## src/rtl/hdrx_pkg.sv

```systemverilog
`timescale 1ns/1ps
package hdrx_pkg;

    localparam logic [15:0] CRC_INIT    = 16'hFFFF;
    localparam logic [15:0] CRC_RPOLY   = 16'h8408;
    localparam logic [15:0] CRC_RESIDUE = 16'hF0B8;
    localparam logic [7:0]  FLAG_BYTE   = 8'h7E;

    typedef enum logic {
        ST_HUNT,
        ST_FRAME
    } rx_state_t;

    typedef struct packed {
        logic ok;
        logic close;
        logic open;
    } tag_t;

    // bitwise reflected CRC over one byte, LSB first
    function automatic logic [15:0] crc16_byte(input logic [15:0] c, input logic [7:0] d);
        logic [15:0] r;
        r = c;
        for (int i = 0; i < 8; i++) begin
            if (r[0] ^ d[i]) r = (r >> 1) ^ CRC_RPOLY;
            else             r = r >> 1;
        end
        return r;
    endfunction

endpackage

```

## src/rtl/hdrx_fifo.sv

```systemverilog
`timescale 1ns/1ps
module hdrx_fifo #(
    parameter int DEPTH = 16,
    parameter int WIDTH = 11
) (
    input  logic             clk,
    input  logic             rst_n,
    input  logic             push,
    input  logic [WIDTH-1:0] wdata,
    input  logic             pop,
    output logic [WIDTH-1:0] rdata,
    output logic             empty,
    output logic             full
);
    // DEPTH must be a power of two so the pointers wrap by overflow
    localparam int AW = $clog2(DEPTH);

    logic [WIDTH-1:0] mem [DEPTH];
    logic [AW-1:0]    wptr, rptr;
    logic [AW:0]      count;

    assign empty = (count == '0);
    assign full  = (count == (AW+1)'(DEPTH));
    assign rdata = mem[rptr];

    always_ff @(posedge clk) begin
        if (push) mem[wptr] <= wdata;
    end

    always_ff @(posedge clk or negedge rst_n) begin
        if (!rst_n) begin
            wptr  <= '0;
            rptr  <= '0;
            count <= '0;
        end else begin
            if (push) wptr <= wptr + 1'b1;
            if (pop)  rptr <= rptr + 1'b1;
            if (push && !pop)      count <= count + 1'b1;
            else if (pop && !push) count <= count - 1'b1;
        end
    end


    pop_count_chk: assert property (@(posedge clk) disable iff (!rst_n)
        (pop && !push) |=> (count == $past(count) - 1'b1));


    no_overflow_chk: assert property (@(posedge clk) disable iff (!rst_n)
        (full && !pop) |=> full);


    drain_empty_chk: assert property (@(posedge clk) disable iff (!rst_n)
        (pop && !push && count == 1) |=> empty);

endmodule

```

## src/rtl/hdrx_deframer.sv

```systemverilog
`timescale 1ns/1ps
module hdrx_deframer
    import hdrx_pkg::*;
(
    input  logic       clk,
    input  logic       rst_n,
    input  logic       bit_en,
    input  logic       bit_in,
    input  logic       fifo_full,
    output logic       wr_valid,
    output logic [7:0] wr_data,
    output tag_t       wr_tag,
    output logic       ev_abort,
    output logic       ev_crcerr,
    output logic       ev_ovr,
    output logic       ev_done
);
    rx_state_t   state, state_nx;
    logic [2:0]  ones;
    logic [2:0]  bitcnt;
    logic [7:0]  shreg;
    logic [7:0]  pend [3];
    logic [1:0]  pcnt;
    logic [15:0] crc;
    logic        wrote;
    logic        ovr_frm;

    logic       abort_hit, flag_hit, stuff_hit, long_one, data_bit, byte_done;
    logic       hold_full, close_hit, frame_good;
    logic [7:0] new_byte;

    always_comb begin
        abort_hit  = bit_en &  bit_in & (ones == 3'd6);
        flag_hit   = bit_en & ~bit_in & (ones == 3'd6);
        stuff_hit  = bit_en & ~bit_in & (ones == 3'd5);
        long_one   = bit_in & (ones >= 3'd5);
        data_bit   = bit_en & (state == ST_FRAME) & ~stuff_hit & ~flag_hit & ~long_one;
        byte_done  = data_bit & (bitcnt == 3'd7);
        new_byte   = {bit_in, shreg[7:1]};
        hold_full  = (pcnt == 2'd3);
        close_hit  = (state == ST_FRAME) & (flag_hit | abort_hit);
        frame_good = (crc == CRC_RESIDUE) & (bitcnt == 3'd6);

        wr_valid     = hold_full & (byte_done | close_hit);
        wr_data      = pend[0];
        wr_tag.open  = ~wrote;
        wr_tag.close = close_hit;
        wr_tag.ok    = close_hit & flag_hit & frame_good & ~ovr_frm;

        ev_done   = close_hit & flag_hit & hold_full;
        ev_crcerr = ev_done & ~frame_good;
        ev_abort  = abort_hit;
        ev_ovr    = wr_valid & fifo_full;

        state_nx = state;
        unique case (state)
            ST_HUNT:  if (flag_hit)  state_nx = ST_FRAME;
            ST_FRAME: if (abort_hit) state_nx = ST_HUNT;
            default:  state_nx = ST_HUNT;
        endcase
    end

    always_ff @(posedge clk or negedge rst_n) begin
        if (!rst_n) state <= ST_HUNT;
        else        state <= state_nx;
    end

    always_ff @(posedge clk or negedge rst_n) begin
        if (!rst_n) begin
            ones    <= 3'd0;
            bitcnt  <= 3'd0;
            shreg   <= 8'd0;
            pcnt    <= 2'd0;
            crc     <= CRC_INIT;
            wrote   <= 1'b0;
            ovr_frm <= 1'b0;
            for (int i = 0; i < 3; i++) pend[i] <= 8'd0;
        end else begin
            if (bit_en)
                ones <= bit_in ? ((ones == 3'd7) ? 3'd7 : ones + 3'd1) : 3'd0;
            if (flag_hit) begin
                bitcnt  <= 3'd0;
                pcnt    <= 2'd0;
                crc     <= CRC_INIT;
                wrote   <= 1'b0;
                ovr_frm <= 1'b0;
            end else begin
                if (data_bit) begin
                    shreg  <= new_byte;
                    bitcnt <= bitcnt + 3'd1;
                    if (byte_done) begin
                        crc <= crc16_byte(crc, new_byte);
                        if (hold_full) begin
                            pend[0] <= pend[1];
                            pend[1] <= pend[2];
                            pend[2] <= new_byte;
                        end else begin
                            if (pcnt == 2'd0)      pend[0] <= new_byte;
                            else if (pcnt == 2'd1) pend[1] <= new_byte;
                            else                   pend[2] <= new_byte;
                            pcnt <= pcnt + 2'd1;
                        end
                    end
                end
                if (wr_valid) begin
                    wrote <= 1'b1;
                    if (fifo_full) ovr_frm <= 1'b1;
                end
                if (abort_hit) pcnt <= 2'd0;
            end
        end
    end


    abort_exit_chk: assert property (@(posedge clk) disable iff (!rst_n)
        (bit_en && bit_in && ones == 3'd6) |=> (state == ST_HUNT));


    flag_enter_chk: assert property (@(posedge clk) disable iff (!rst_n)
        (bit_en && !bit_in && ones == 3'd6) |=> (state == ST_FRAME && pcnt == 2'd0));


    idle_hold_chk: assert property (@(posedge clk) disable iff (!rst_n)
        !bit_en |=> ($stable(ones) && $stable(bitcnt) && $stable(state)));

endmodule

```

## src/rtl/hdlc_rx_tagged.sv

```systemverilog
`timescale 1ns/1ps
module hdlc_rx_tagged
    import hdrx_pkg::*;
#(
    parameter int FIFO_DEPTH = 16
) (
    input  logic       clk,
    input  logic       rst_n,
    input  logic       rx_en,
    input  logic       rx_bit,
    input  logic       rd_en,
    input  logic       rd_addr,
    output logic [7:0] rd_data
);
    localparam int ENTRY_W = 8 + $bits(tag_t);

    logic       wr_valid, ev_abort, ev_crcerr, ev_ovr, ev_done;
    logic [7:0] wr_data;
    tag_t       wr_tag, head_tag;
    logic       q_push, q_pop, q_empty, q_full;
    logic [ENTRY_W-1:0] q_rdata;
    logic [3:0] events, sticky;
    logic       status_rd;

    hdrx_deframer u_deframer (
        .clk       (clk),
        .rst_n     (rst_n),
        .bit_en    (rx_en),
        .bit_in    (rx_bit),
        .fifo_full (q_full),
        .wr_valid  (wr_valid),
        .wr_data   (wr_data),
        .wr_tag    (wr_tag),
        .ev_abort  (ev_abort),
        .ev_crcerr (ev_crcerr),
        .ev_ovr    (ev_ovr),
        .ev_done   (ev_done)
    );

    assign q_push = wr_valid & ~q_full;
    assign q_pop  = rd_en & rd_addr & ~q_empty;

    hdrx_fifo #(.DEPTH(FIFO_DEPTH), .WIDTH(ENTRY_W)) u_fifo (
        .clk   (clk),
        .rst_n (rst_n),
        .push  (q_push),
        .wdata ({wr_tag, wr_data}),
        .pop   (q_pop),
        .rdata (q_rdata),
        .empty (q_empty),
        .full  (q_full)
    );

    assign head_tag  = q_empty ? tag_t'(3'b000) : tag_t'(q_rdata[ENTRY_W-1:8]);
    assign events    = {ev_abort, ev_crcerr, ev_ovr, ev_done};
    assign status_rd = rd_en & ~rd_addr;

    always_ff @(posedge clk or negedge rst_n) begin
        if (!rst_n) sticky <= 4'd0;
        else        sticky <= (status_rd ? 4'd0 : sticky) | events;
    end

    always_comb begin
        if (rd_addr) rd_data = q_empty ? 8'h00 : q_rdata[7:0];
        else         rd_data = {sticky, q_empty, head_tag.ok, head_tag.close, head_tag.open};
    end


    sticky_clear_chk: assert property (@(posedge clk) disable iff (!rst_n)
        (status_rd && events == 4'd0) |=> (sticky == 4'd0));


    event_keep_chk: assert property (@(posedge clk) disable iff (!rst_n)
        (events != 4'd0) |=> ((sticky & $past(events)) == $past(events)));

endmodule

```

## config.mk

```make
export PLATFORM = sky130hd
export DESIGN_NAME = hdlc_rx_tagged
export DESIGN_NICKNAME = d
export VERILOG_FILES = /design/src/rtl/hdrx_pkg.sv /design/src/rtl/hdrx_fifo.sv /design/src/rtl/hdrx_deframer.sv /design/src/rtl/hdlc_rx_tagged.sv
export SDC_FILE = /design/constraint.sdc
export NUM_CORES = 1
export LEC_CHECK = 0
export ABC_AREA = 0
export BUFFER_PORTS_ARGS = -buffer_cell sky130_fd_sc_hd__buf_2
export CORE_UTILIZATION = 45
export CTS_CLUSTER_DIAMETER = 120
export DETAILED_ROUTE_END_ITERATION = 6
export SLEW_MARGIN = 10
export SYNTH_ARGS = -nofsm -noshare
export SYNTH_HDL_FRONTEND = slang
export SYNTH_SLANG_ARGS = --single-unit
```

## constraint.sdc

```tcl
create_clock -name clk -period 6.3 [get_ports clk]
set_input_delay 1.26 -clock clk [delete_from_list [all_inputs] [get_ports clk]]
set_output_delay 1.26 -clock clk [all_outputs]
set_load 0.01 [all_outputs]
```

Yosys cells after proc, flatten, opt, wreduce, memory -nomap -nowiden
Memories as Yosys holds them, arrays and structs flattened. Index checks and enable logic that the tools add are counted.

Bits in registers: 76. RAM bits: 176. Input bits: 6. Output and inout port bits: 8. Logic and storage cells: 174. Memories kept: 1.

Add/subtract/negate cells: 7. Order comparisons: 1. Equality and inequality tests: 12. Muxes and demuxes: 62. Bitwise logic cells: 54. Reductions and logical operators: 22.

Memories: u_fifo.mem (words 16, bits a word 11, rd ports 1, clocked after memory_dff 0, wr ports 1, RTL line hdrx_fifo.sv:18) `logic [WIDTH-1:0] mem [DEPTH];`.

Operators with widths (number): $mux W16 (33); $mux W8 (5); $and A1 B1 Y1 (24); $mux W24 (1); $not A2 Y3 (8); $eq A16 B16 Y1 const B (1); $eq A3 B3 Y1 const B (5); $mux W3 (5); $reduce_bool A2 Y1 (7); $not A1 Y1 (11); $mux W2 (5); $mux W5 (2); $reduce_and A5 Y1 (2); $mux W1 (9); $add A4 B1 Y4 const B (2); $xor A1 B1 Y1 (8); $add A3 B1 Y3 const B (2); $reduce_and A2 Y1 (3); $reduce_bool A3 Y1 (2); $add A5 B1 Y5 const B (1); $eq A5 B5 Y1 const B (1); $logic_not A5 Y1 (1); $sub A5 B1 Y5 const B (1); $mux W4 (1); 14 further kinds (18).

Logic depth before layout (Yosys ltp)
Gate-level depths: netlist (run 1).

Depth after elaboration: 46. Gate-level depth with buffers: 16. Mapped depth without buffers: 14.

By module
From an unflattened synthesis (run 1), not the netlist that was laid out.

Cells, all modules: 695. Area total of the unflattened synthesis: 10926.7 µm².

Modules (own cells, without submodules): hdrx_fifo (times used 1, cells an instance 364, area each 7543.5 µm², seq. area each 5610.4 µm²); hdrx_deframer (times used 1, cells an instance 304, area each 3103.0 µm², seq. area each 1471.4 µm²); hdlc_rx_tagged (times used 1, cells an instance 27, area each 280.3 µm², seq. area each 100.1 µm²).

Least setup slack after synthesis (run 1)
No wires, ideal clock.

Path type: input -> register. Start point: input port rx_en. End point: register u_fifo.count[4]. Library setup time: 0.126 ns. Data arrival time: 3.648 ns. Data required time: 6.174 ns. Slack: 2.527 ns. Stages on the path: 15. Buffers on the path: 3. Cell sequence: buf_2 and3_1 nand2_1 a21bo_2 buf_2 inv_2 buf_2 ha_1 inv_1 fa_1 a21o_1 a21oi_1 xnor2_1 nor2_1 xor2_1.

Word-level cells in the longest chain between the ends: 13. Elaborated cells on any way between the ends: 22. Those cells by class: mux: 1; bitwise: 17; reduce/logical: 4.

Ends and longest elaborated chain: from (decl) (RTL line hdlc_rx_tagged.sv:9) `input logic rx_en,`; $and A1 B1 Y1 (RTL line hdrx_deframer.sv:34, hdrx_deframer.sv:35); $and A1 B1 Y1 (RTL line hdrx_deframer.sv:35) `stuff_hit = bit_en & ~bit_in & (ones == 3'd5);`; $not A1 Y1 (RTL line hdrx_deframer.sv:37) `data_bit = bit_en & (state == ST_FRAME) & ~stuff_hit & ~flag_hit & ~long_one;`; $and A1 B1 Y1 (3 in series) (RTL line hdrx_deframer.sv:37); $and A1 B1 Y1 (RTL line hdrx_deframer.sv:38) `byte_done = data_bit & (bitcnt == 3'd7);`; $or A1 B1 Y1 * (RTL line hdrx_deframer.sv:44) `wr_valid = hold_full & (byte_done | close_hit);`; $and A1 B1 Y1 * (RTL line hdrx_deframer.sv:44); $and A1 B1 Y1 * (RTL line hdlc_rx_tagged.sv:40) `assign q_push = wr_valid & ~q_full;`; net q_push (RTL line hdlc_rx_tagged.sv:20) `logic q_push, q_pop, q_empty, q_full;`; $logic_not A1 Y1 (RTL line hdrx_fifo.sv:39) `else if (pop && !push) count <= count - 1'b1;`; $logic_and A1 B1 Y1 (RTL line hdrx_fifo.sv:39); $reduce_bool A2 Y1 (no source line); to (signal assigned) (RTL line hdrx_fifo.sv:38) `if (push && !pop) count <= count + 1'b1;`; to (signal assigned) (RTL line hdrx_fifo.sv:39); to (decl) (RTL line hdrx_fifo.sv:20) `logic [AW:0] count;`.

Mark *: on every way through the listed nets, which the timed path passes. The rest lies on a longest branch. A chain may end at the register's enable or synchronous reset.

Worst setup path in the final report (run 1)
Start point: register u_fifo.rptr[1]. End point: output port rd_data[2].

Word-level cells in the longest chain between the ends: 3. Elaborated cells on any way between the ends: 4. Those cells by class: mux: 3; memory: 1.

Ends and longest elaborated chain: from (decl) (RTL line hdrx_fifo.sv:19) `logic [AW-1:0] wptr, rptr;`; from (signal assigned) (RTL line hdrx_fifo.sv:37) `if (pop) rptr <= rptr + 1'b1;`; $mem_v2 Z16 W11 *; $mux W3 / $mux W8 (equally long branches) (RTL line hdlc_rx_tagged.sv:54, hdlc_rx_tagged.sv:64); $mux W8 * (RTL line hdlc_rx_tagged.sv:64) `if (rd_addr) rd_data = q_empty ? 8'h00 : q_rdata[7:0];`; to (decl) (RTL line hdlc_rx_tagged.sv:13) `output logic [7:0] rd_data`.

Mark *: on every way between the ends. The rest lies on a longest branch, timed or not.

==> results_dict.tcl, run 1 <==
set metrics [dict create \
    power_mw 3.712 \
    ys_types 48 \
    finalCriticalPeriod_ns 4.513 \
    p_leak_nw 3.837 \
    grt_pass1_vias 5836 \
    fin_util_pct 51.84 \
    yosysWarnings 0 \
    cts-root-buf "clkbuf_16" \
    powerDensity_nw_per_um2 312.4 \
    synthMostInstantiatedCell "edfxtp_1" \
    via_count 5768 \
    reg2reg_to "u_fifo.count[4]" \
    seq_area_frac_synth_pct 67.47 \
    viasPerCell 5.627 \
    arrival_ns 3.25 \
    finalNonFillerCells 1025 \
    grt_pass1_wl_mm 34.19 \
    die_area_sq_um 24280 \
    worst_pin_slew_ns 1.180 \
    critical-path-slowest-cell "dfrtp_2" \
    hp-start "sticky[0]" \
    die_y_microns 155.8 \
    dr.pass1.iters 5 \
    num_rows 55 \
    ios 14 \
    final_nets 720 \
    timing.final.crit_share_pct 71.64 \
    synth_edf_count 176 \
    grt_overflow 0 \
    rsz0062_at_grt "false" \
    setup_viol 0 \
    crit_fanout 23 \
    min_to "sticky[0]" \
    synth_top_cell_by_area "edfxtp_1" \
    die_w_microns 155.8 \
    critPathKind "reg2out" \
    reg2reg_slack_ns 2.54 \
    clock_sinks 251 \
    area_delta_synth_final_pct 11.60 \
    n_antenna_cell 0 \
    core_area_sq_um 22920 \
    drc 0 \
    cts_resized 0 \
    synthFlopType "edfxtp_1" \
    antenna_found_initial 0 \
    nFillCells 1852 \
    netlist_top_cells_area "edfxtp_1, dfrtp_1, mux4_2" \
    cpMostUsedCell "mux4_2" \
    drv_cap 0 \
    synth_top_area_share_pct 49.65 \
    worstHoldPathType "reg2reg" \
    drt_iter0_drc 530 \
    cp_slowest_stage_delay_ns 0.76 \
    setup_slack_ns 1.787 \
    initial_core_util_pct 46.45 \
    path_cells "buf_4, mux4_2, mux4_2, mux2i_1, nor3_1, buf_2" \
    relSlewSlack_pct 21.36 \
    clockBufferDepth 3 \
    synth_area_sq_um 10650 \
    cts_max_level 1 \
    grtUsageTotal_pct 18.92 \
    dp_hpwl_mm 13.83 \
    fmax_ghz 0.2216 \
    syn_inst 672 \
    postRouteAntennaNets 0 \
    cts_buffers 27 \
    tns_ns 0 \
    ff2ff_path_depth 12 \
    insertion_delay_ns 0.53 \
    grt_max_degree 76 \
    syn-num-nets 698 \
    dp.cells 978 \
    clock_skew_ns 0.01729 \
    wl_mm 22.12 \
    yosys_register_bits 251 \
    cp-start-kind "flip-flop" \
    detail_route.wl_per_cell_microns 21.58 \
    gp_congestion 0.8263 \
    cts-hold-fix-buffers 0 \
    drv_slew 0 \
    clk_pin_slew_ns 0.06 \
    critPathCaptureType "output pin" \
    worst_ep_required_time_ns 5.04 \
    hold_depth 1 \
    yosys-top-cells-count "edfxtp_1, dfrtp_1, mux4_2, nand2_1, mux2i_1" \
    cts_tree "yes" \
    cts_setup_buffers 0 \
    io_buffers 13 \
    synth-async-reset-ratio_pct 29.88 \
    hold_viol 0 \
    r2r-start "u_deframer.pcnt[0]" \
    pre_cts_slack_ns 2.175 \
    avgSynthCellArea_sq_um 15.84 \
    status "completed" \
    vdd_drop_max_mv 0.1670 \
    drive_above_1_share_pct 20.93 \
]
[report_power, final]
part / internal [mW] / switching [mW] / leakage, nW
sequential: 1.84 / 0.0843 / 2.24
combinational: 0.143 / 0.157 / 1.19
clock: 0.883 / 0.604 / 0.400
total: 2.87 / 0.845 / 3.84
[layer usage]
layer | track usage (%) | part of all wire [%] | up-vias
li1 | - | - | 2590
met1 | 26.81 | 46 | 2986
met2 | 30.68 | 47 | 155
met3 | 2.806 | 4.6 | 37
met4 | 4.995 | 2.4 | 0
met5 | 0 | 0 | -
[critical path: cells and delay by family (launching register included)]
kind          cells  cell delay, ns
buf+inv           2            0.63
simple gates      1            0.07
mux               3            1.24
flops             1            0.76
[per-stage QoR]
stage / instance area [sq um] / hold WS (ns)
global placement: 11060 / 0.4745
CTS: 11880 / 0.4898
floorplan: 10650 / 0.4492
detailed placement: 11060 / 0.4757
global route: 11880 / 0.4941
finish: 11880 / 0.4850
[final cells by class]
class / instances / area [sq um] / area share (%)
Clock buffer: 40 / 734.5 / 6.182
Clock inverter: 7 / 87.58 / 0.7372
Inverter: 18 / 67.56 / 0.5687
Multi-Input combinational cell: 372 / 3264 / 27.48
Sequential cell: 251 / 7184 / 60.47
Tap cell: 313 / 391.6 / 3.296
Timing Repair Buffer: 24 / 150.1 / 1.264
[cells in the final DEF, fill, tap and decap left out, types with 16 or more instances in the layout]
cell type	netlist	final
a21oi_1	28	28
clkbuf_16	0	27
dfrtp_1	59	57
dfstp_2	16	16
edfxtp_1	176	176
ha_1	19	19
inv_1	17	17
mux2_2	17	17
mux2i_1	35	35
mux4_2	41	41
nand2_1	41	41
nand3_1	21	21
nor2_1	34	30
xnor2_1	29	29
[cell families after synthesis]
family	Yosys count	synth area share (%)
fa+ha+maj	20	2.421
buf+inv	49	2.174
xor+xnor	36	2.962
simple gates	152	7.040
mux	93	13.76
flops	251	67.47
compound gates	71	4.172
[state kept, by name, summed over array words and instances, names as in the netlist]
signal,count
u_deframer.wrote,1
u_deframer.shreg,7
sticky,4
u_deframer.crc,16
u_deframer.wr_data,8
u_deframer.bitcnt,3
u_deframer.pend,16
u_deframer.ones,3
u_deframer.state,1
u_fifo.rptr,4
u_deframer.pcnt,2
u_fifo.mem,176
u_fifo.wptr,4
u_fifo.count,5
u_deframer.ovr_frm,1
[worst max path at each step]
| stage | from | endpoint | slack (ns) | depth (start not counted) |
|---|---|---|---|---|
| final | u_fifo.rptr[1] | rd_data[2] | 1.79 | 6 |
| after CTS | u_fifo.rptr[1] | rd_data[2] | 1.72 | 6 |
| after detailed placement | rx_bit | u_fifo.count[4] | 2.17 | 14 |
| after global placement | rx_bit | u_fifo.count[4] | 2.26 | 14 |
| after floorplan | rx_en | u_fifo.count[4] | 2.53 | 15 |
| after global routing | u_fifo.rptr[1] | rd_data[2] | 1.58 | 6 |
No activity file was read; power rests on OpenSTA's default activity.
==> run 2, diff against run 1 <==
- clock period: 6.3 -> 4 ns (I/O delays scaled with it)
==> run 2 against run 1 <==
Die area unchanged. Worst setup slack worse by 1.5 ns. First-iteration DRC count down 0.94%. Routed wire length is essentially flat. Largest power group unchanged.
==> results_dict.tcl, run 2 (synthesis results as in run 1) <==
set metrics [dict create \
    cts-hold-fix-buffers 0 \
    tns_ns 0 \
    p_leak_nw 3.921 \
    dp.cells 989 \
    combPwrFrac_pct 7.9 \
    p_int_mw 4.584 \
    crit_fanout 19 \
    num_rows 55 \
    worstSetupStartpoint "u_fifo.rptr[1]" \
    grt_pass1_wl_mm 34.86 \
    drive_above_1_share_pct 22.16 \
    grt_overflow 0 \
    initial_core_util_pct 46.45 \
    timing.final.crit_share_pct 91.83 \
    fmax_ghz 0.2723 \
    postRouteAntennaNets 0 \
    r2r-start "u_deframer.ones[1]" \
    clockBufferDepth 3 \
    io_buffers 13 \
    largestRegisters "u_fifo.mem (176), u_deframer.crc (16), u_deframer.pend (16)" \
    clk_pin_slew_ns 0.06 \
    critPathKind "reg2out" \
    p_seq_share_pct 51.2 \
    final_common_cell "edfxtp_1" \
    gp_congestion 0.7759 \
    core_area_sq_um 22920 \
    setup_slack_ns 0.3269 \
    die_area_sq_um 24280 \
    rsz0062_at_grt "false" \
    drv_slew 0 \
    clock_skew_ns 0.009318 \
    detail_route.wl_per_cell_microns 21.35 \
    clockPowerShare_pct 40.9 \
    cts_buffers 25 \
    setup_viol 0 \
    cts_setup_buffers 0 \
    endpoint "rd_data[2]" \
    final_cell_mix "edfxtp_1, dfrtp_1, nand2_1, mux4_2, mux2i_1" \
    dp_hpwl_mm 14.33 \
    switching_share_pct 22.53 \
    status "completed" \
    switchingPower_mw 1.333 \
    path_cells "buf_4, mux4_2, mux2i_1, nand2_1, mux2i_1, nor3_1, buf_2" \
    cp_slowest_stage_delay_ns 0.69 \
    worst_pin_slew_ns 0.9713 \
    dr.pass1.iters 5 \
    cts_tree "yes" \
    area_delta_synth_final_pct 12.61 \
    drc 0 \
    ff2ff_path_depth 14 \
    cp.depth 7 \
    critical-path-slowest-cell "dfrtp_2" \
    worst_ep_required_time_ns 3.20 \
    clock_sinks 251 \
    pre_cts_slack_ns 0.3856 \
    vdd_drop_max_mv 0.2810 \
    hold_ws_ns 0.4024 \
    nFillCells 1837 \
    worstHoldPathType "in2async" \
    grtUsageTotal_pct 19.18 \
    wl_mm 22.10 \
    drt_iter0_drc 525 \
    powerDensity_nw_per_um2 493.5 \
    top_register "u_fifo.mem" \
    viasPerCell 5.565 \
    cts_resized 0 \
    relSlewSlack_pct 35.24 \
    final_nets 729 \
    n_antenna_cell 0 \
    critPathTopFamily "multiplexers" \
    die_y_microns 155.8 \
    timing.critical_path.buf_inv 2 \
    fin_util_pct 52.31 \
    grt_pass1_vias 5874 \
    reg2reg_to "u_fifo.count[4]" \
    hold_viol 0 \
    cpMostUsedCell "mux2i_1" \
    die_w_microns 155.8 \
    largest_reg_flops 176 \
    ios 14 \
    cp-start-kind "flip-flop" \
    via_count 5760 \
    arrival_ns 2.87 \
    finalNonFillerCells 1035 \
    reg2reg_slack_ns 0.52 \
    antenna_found_initial 0 \
    finalCriticalPeriod_ns 3.673 \
    drv_cap 0 \
    cts_max_level 1 \
    critPathCaptureType "output pin" \
    cts-root-buf "clkbuf_16" \
    insertion_delay_ns 0.53 \
    grt_max_degree 76 \
]
==> run 2: cell types whose count changed in the layout (fill, tap and decap cells not counted), sizes merged <==
cell	change
bufinv	+1
inv	+1
clkinv	+2
buf	+11
clkbuf	-5
==> run 2: metal layers <==
layer / GRT usage (%) / routed length (microns) / vias up / share of wire, %
met5: 0 / 0 / - / 0
met4: 4.809 / 364 / 0 / 1.6
met3: 3.028 / 1061 / 28 / 4.8
met2: 30.14 / 10360 / 131 / 47
met1: 27.99 / 10320 / 2986 / 47
li1: - / - / 2615 / -
==> run 2: power by group through the flow <==
stage          combinational, mW  sequential [mW]  clock, mW
3_3_place_gp               0.456             3.08          0
6_report                   0.469             3.03       2.42
3_5_place_dp               0.466             3.08          0
4_1_cts                    0.470             3.03       2.46
2_1_floorplan              0.381             3.03          0
5_1_grt                    0.518             3.05       2.57
==> run 2: worst min-delay path by stage <==
stage                   start                   to  slack, ns
floorplan           sticky[0]            sticky[0]       0.45
finish                  rst_n   u_deframer.pend[5]       0.40
global placement    sticky[0]            sticky[0]       0.47
CTS                     rst_n  u_deframer.pend[10]       0.45
global route            rst_n   u_deframer.pend[5]       0.49
detailed placement  sticky[0]            sticky[0]       0.47
==> run 2: worst reg2reg max path: cells and delay by family (launching register included) <==
| kind | cells | cell delay (ns) |
|---|---|---|
| simple gates | 1 | 0.06 |
| buf+inv | 3 | 0.46 |
| compound gates | 5 | 1.20 |
| fa+ha+maj | 3 | 0.96 |
| xor+xnor | 2 | 0.29 |
| flops | 1 | 0.40 |
==> run 2: per-stage QoR <==
stage	area, sq um	power, mW
5_1_grt	11990	6.134
2_1_floorplan	10650	3.412
3_5_place_dp	11130	3.548
3_3_place_gp	11130	3.532
6_report	11990	5.916
4_1_cts	11990	5.963
==> run 2: area by class of cell <==
type / count / area, sq um / share of cell area [%]
Clock buffer: 35 / 725.7 / 6.054
Clock inverter: 11 / 131.4 / 1.096
Inverter: 18 / 67.56 / 0.5636
Multi-Input combinational cell: 372 / 3254 / 27.15
Sequential cell: 251 / 7184 / 59.93
Tap cell: 313 / 391.6 / 3.267
Timing Repair Buffer: 35 / 232.7 / 1.941
==> run 3, diff against run 2 <==
--- a/config.mk
+++ b/config.mk
@@ -8,7 +8,10 @@
 export ABC_AREA = 0
 export BUFFER_PORTS_ARGS = -buffer_cell sky130_fd_sc_hd__buf_2
+export CELL_PAD_IN_SITES_DETAIL_PLACEMENT = 1
+export CELL_PAD_IN_SITES_GLOBAL_PLACEMENT = 1
 export CORE_UTILIZATION = 45
 export CTS_CLUSTER_DIAMETER = 120
 export DETAILED_ROUTE_END_ITERATION = 6
+export PLACE_DENSITY_LB_ADDON = 0.1
 export SLEW_MARGIN = 10
 export SYNTH_ARGS = -nofsm -noshare
==> constraint.sdc (replaced) <==
create_clock -name clk -period 4 [get_ports clk]
set_input_delay 0.8 -clock clk [delete_from_list [all_inputs] [get_ports clk]]
set_output_delay 0.8 -clock clk [all_outputs]
set_load 0.05 [all_outputs]
==> run 3 against run 2 <==
Core utilization barely moved. Design area barely moved. Via count rose by 1.7%. Clock power barely moved. Die area did not move. Routed wire length rose by 13%. Power barely moved. Register-to-register slack got worse by 0.10 ns. Non-clock buffer count fell by 2. Critical path type unchanged. Sequential share of layout area barely moved. Flip-flop and latch count did not move. Maximum frequency fell by 4.2%.
==> results_dict.tcl, run 3 (synthesis results as in run 1) <==
set metrics [dict create \
    cts_max_level 1 \
    top_register "u_fifo.mem" \
    clockBufferDepth 3 \
    relSlewSlack_pct 32.25 \
    critPathKind "reg2out" \
    cts_tree "yes" \
    postRouteAntennaNets 0 \
    antenna_found_initial 0 \
    grt_max_degree 76 \
    insertion_delay_ns 0.53 \
    final_cell_mix "edfxtp_1, dfrtp_1, nand2_1, mux4_2, mux2i_1" \
    largest_reg_flops 176 \
    rsz0062_at_grt "false" \
    worstHoldPathType "in2async" \
    critPathTopFamily "flip-flops" \
    io_buffers 13 \
    core_area_sq_um 22920 \
    largestRegisters "u_fifo.mem (176), u_deframer.crc (16), u_deframer.pend (16)" \
    timing.final.crit_share_pct 95.90 \
    p_leak_nw 3.908 \
    dp_hpwl_mm 16.21 \
    critical-path-slowest-cell "dfrtp_2" \
    hold_viol 0 \
    fin_util_pct 52.32 \
    drc 0 \
    grtUsageTotal_pct 21.66 \
    setup_viol 0 \
    clock_sinks 251 \
    detail_route.wl_per_cell_microns 23.96 \
    drive_above_1_share_pct 22.59 \
    cts-root-buf "clkbuf_16" \
    path_cells "buf_4, mux4_2, mux2_2, a31oi_1, o31ai_1, buf_2" \
    powerDensity_nw_per_um2 493.6 \
    r2r-start "u_deframer.ones[1]" \
    tns_ns 0 \
    final_cell_area_sq_um 11990 \
    status "completed" \
    grt_overflow 0 \
    area_delta_synth_final_pct 12.62 \
    viasPerCell 5.632 \
    clock_skew_ns 0.007621 \
    cts_buffers 28 \
    critPathCaptureType "output pin" \
    drt_iter0_drc 311 \
    die_w_microns 155.8 \
    crit_fanout 22 \
    drv_cap 0 \
    fmax_ghz 0.2607 \
    via_count 5857 \
    drv_slew 0 \
    worst_pin_slew_ns 1.016 \
    num_rows 55 \
    dr.pass1.iters 4 \
    setup_slack_ns 0.1639 \
    ios 14 \
    grt_pass1_wl_mm 38.87 \
    power_mw 5.918 \
    initial_core_util_pct 46.45 \
    die_y_microns 155.8 \
    final_common_cell "edfxtp_1" \
    worstSetupStartpoint "u_fifo.rptr[1]" \
    cp_slowest_stage_delay_ns 0.76 \
    grt_pass1_vias 6411 \
    arrival_ns 3.04 \
    final_nets 730 \
    cp-start-kind "flip-flop" \
    gp_congestion 0.7852 \
    finalCriticalPeriod_ns 3.836 \
    vdd_drop_max_mv 0.2627 \
    clk_pin_slew_ns 0.06 \
    worst_ep_required_time_ns 3.20 \
    wl_mm 24.92 \
    place_area_sq_um 11120 \
    timing.critical_path.buf_inv 2 \
    die_area_sq_um 24280 \
    pre_cts_slack_ns 0.2718 \
]
[run 3: cell types whose count changed in the layout (fill, tap and decap cells not counted), sizes merged]
cell,before,now
clkbuf,35,34
bufinv,3,1
clkinv,7,15
buf,35,33
clkinvlp,0,2
diode,0,1
inv,19,18
[run 3: cell type report]
class                           count  area, sq um
Multi-Input combinational cell    372         3259
Inverter                           18        67.56
Clock buffer                       34        744.5
Timing Repair Buffer               33        217.7
Sequential cell                   251         7188
Fill cell                        2176        10930
Tap cell                          313        391.6
Clock inverter                     18        117.6
Antenna cell                        1        2.502
[run 3: metrics by stage]
step | hold slack [ns] | instances
final | 0.4294 | 1040
after global routing | 0.4962 | 1039
after global placement | 0.4684 | 987
after detailed placement | 0.4887 | 987
after floorplan | 0.4492 | 672
after CTS | 0.4713 | 1039
[run 3: path summary, 6_finish.rpt]
check / slack, ns / end / cells past startpoint
setup reg to reg: 0.42 / u_fifo.count[4] / 14
hold / removal: 0.43 / u_fifo.rptr[0] / 1
min in group clk: 0.50 / sticky[2] / 1
setup / recovery: 0.16 / rd_data[3] / 6
hold reg to reg: 0.50 / sticky[2] / 1
max in group asynchronous: 2.85 / u_fifo.rptr[0] / 1
[run 3: worst register-to-register path, stage by stage, from the launching register on]
cell,delay [ns]
dfrtp_1,0.40
inv_1,0.08
ha_1,0.21
o311ai_1,0.33
o211ai_1,0.20
a21bo_2,0.37
inv_2,0.25
ha_1,0.30
inv_1,0.14
fa_1,0.48
a21o_1,0.17
a21oi_1,0.17
xnor2_1,0.14
nor2_1,0.07
xor2_1,0.15
[run 3: metal layers]
metal	routed length, microns	global-route usage (%)	share of wire [%]
met1	11500	31.55	46
met2	11920	34.74	48
met3	1103	2.667	4.4
met4	394	5.415	1.6
met5	0	0	0
[run 3: timing repair]
action	in CTS	in global routing
buffers inserted	0	0
gates resized for setup	0	2
hold buffers	0	0
setup endpoints to repair	0	4
[run 3: where the power goes]
| group | total (mW) | internal, mW | switching, mW |
|---|---|---|---|
| clock network | 2.39 | 1.39 | 1.01 |
| registers | 3.04 | 2.90 | 0.135 |
| logic | 0.490 | 0.225 | 0.264 |
| total | 5.92 | 4.51 | 1.41 |
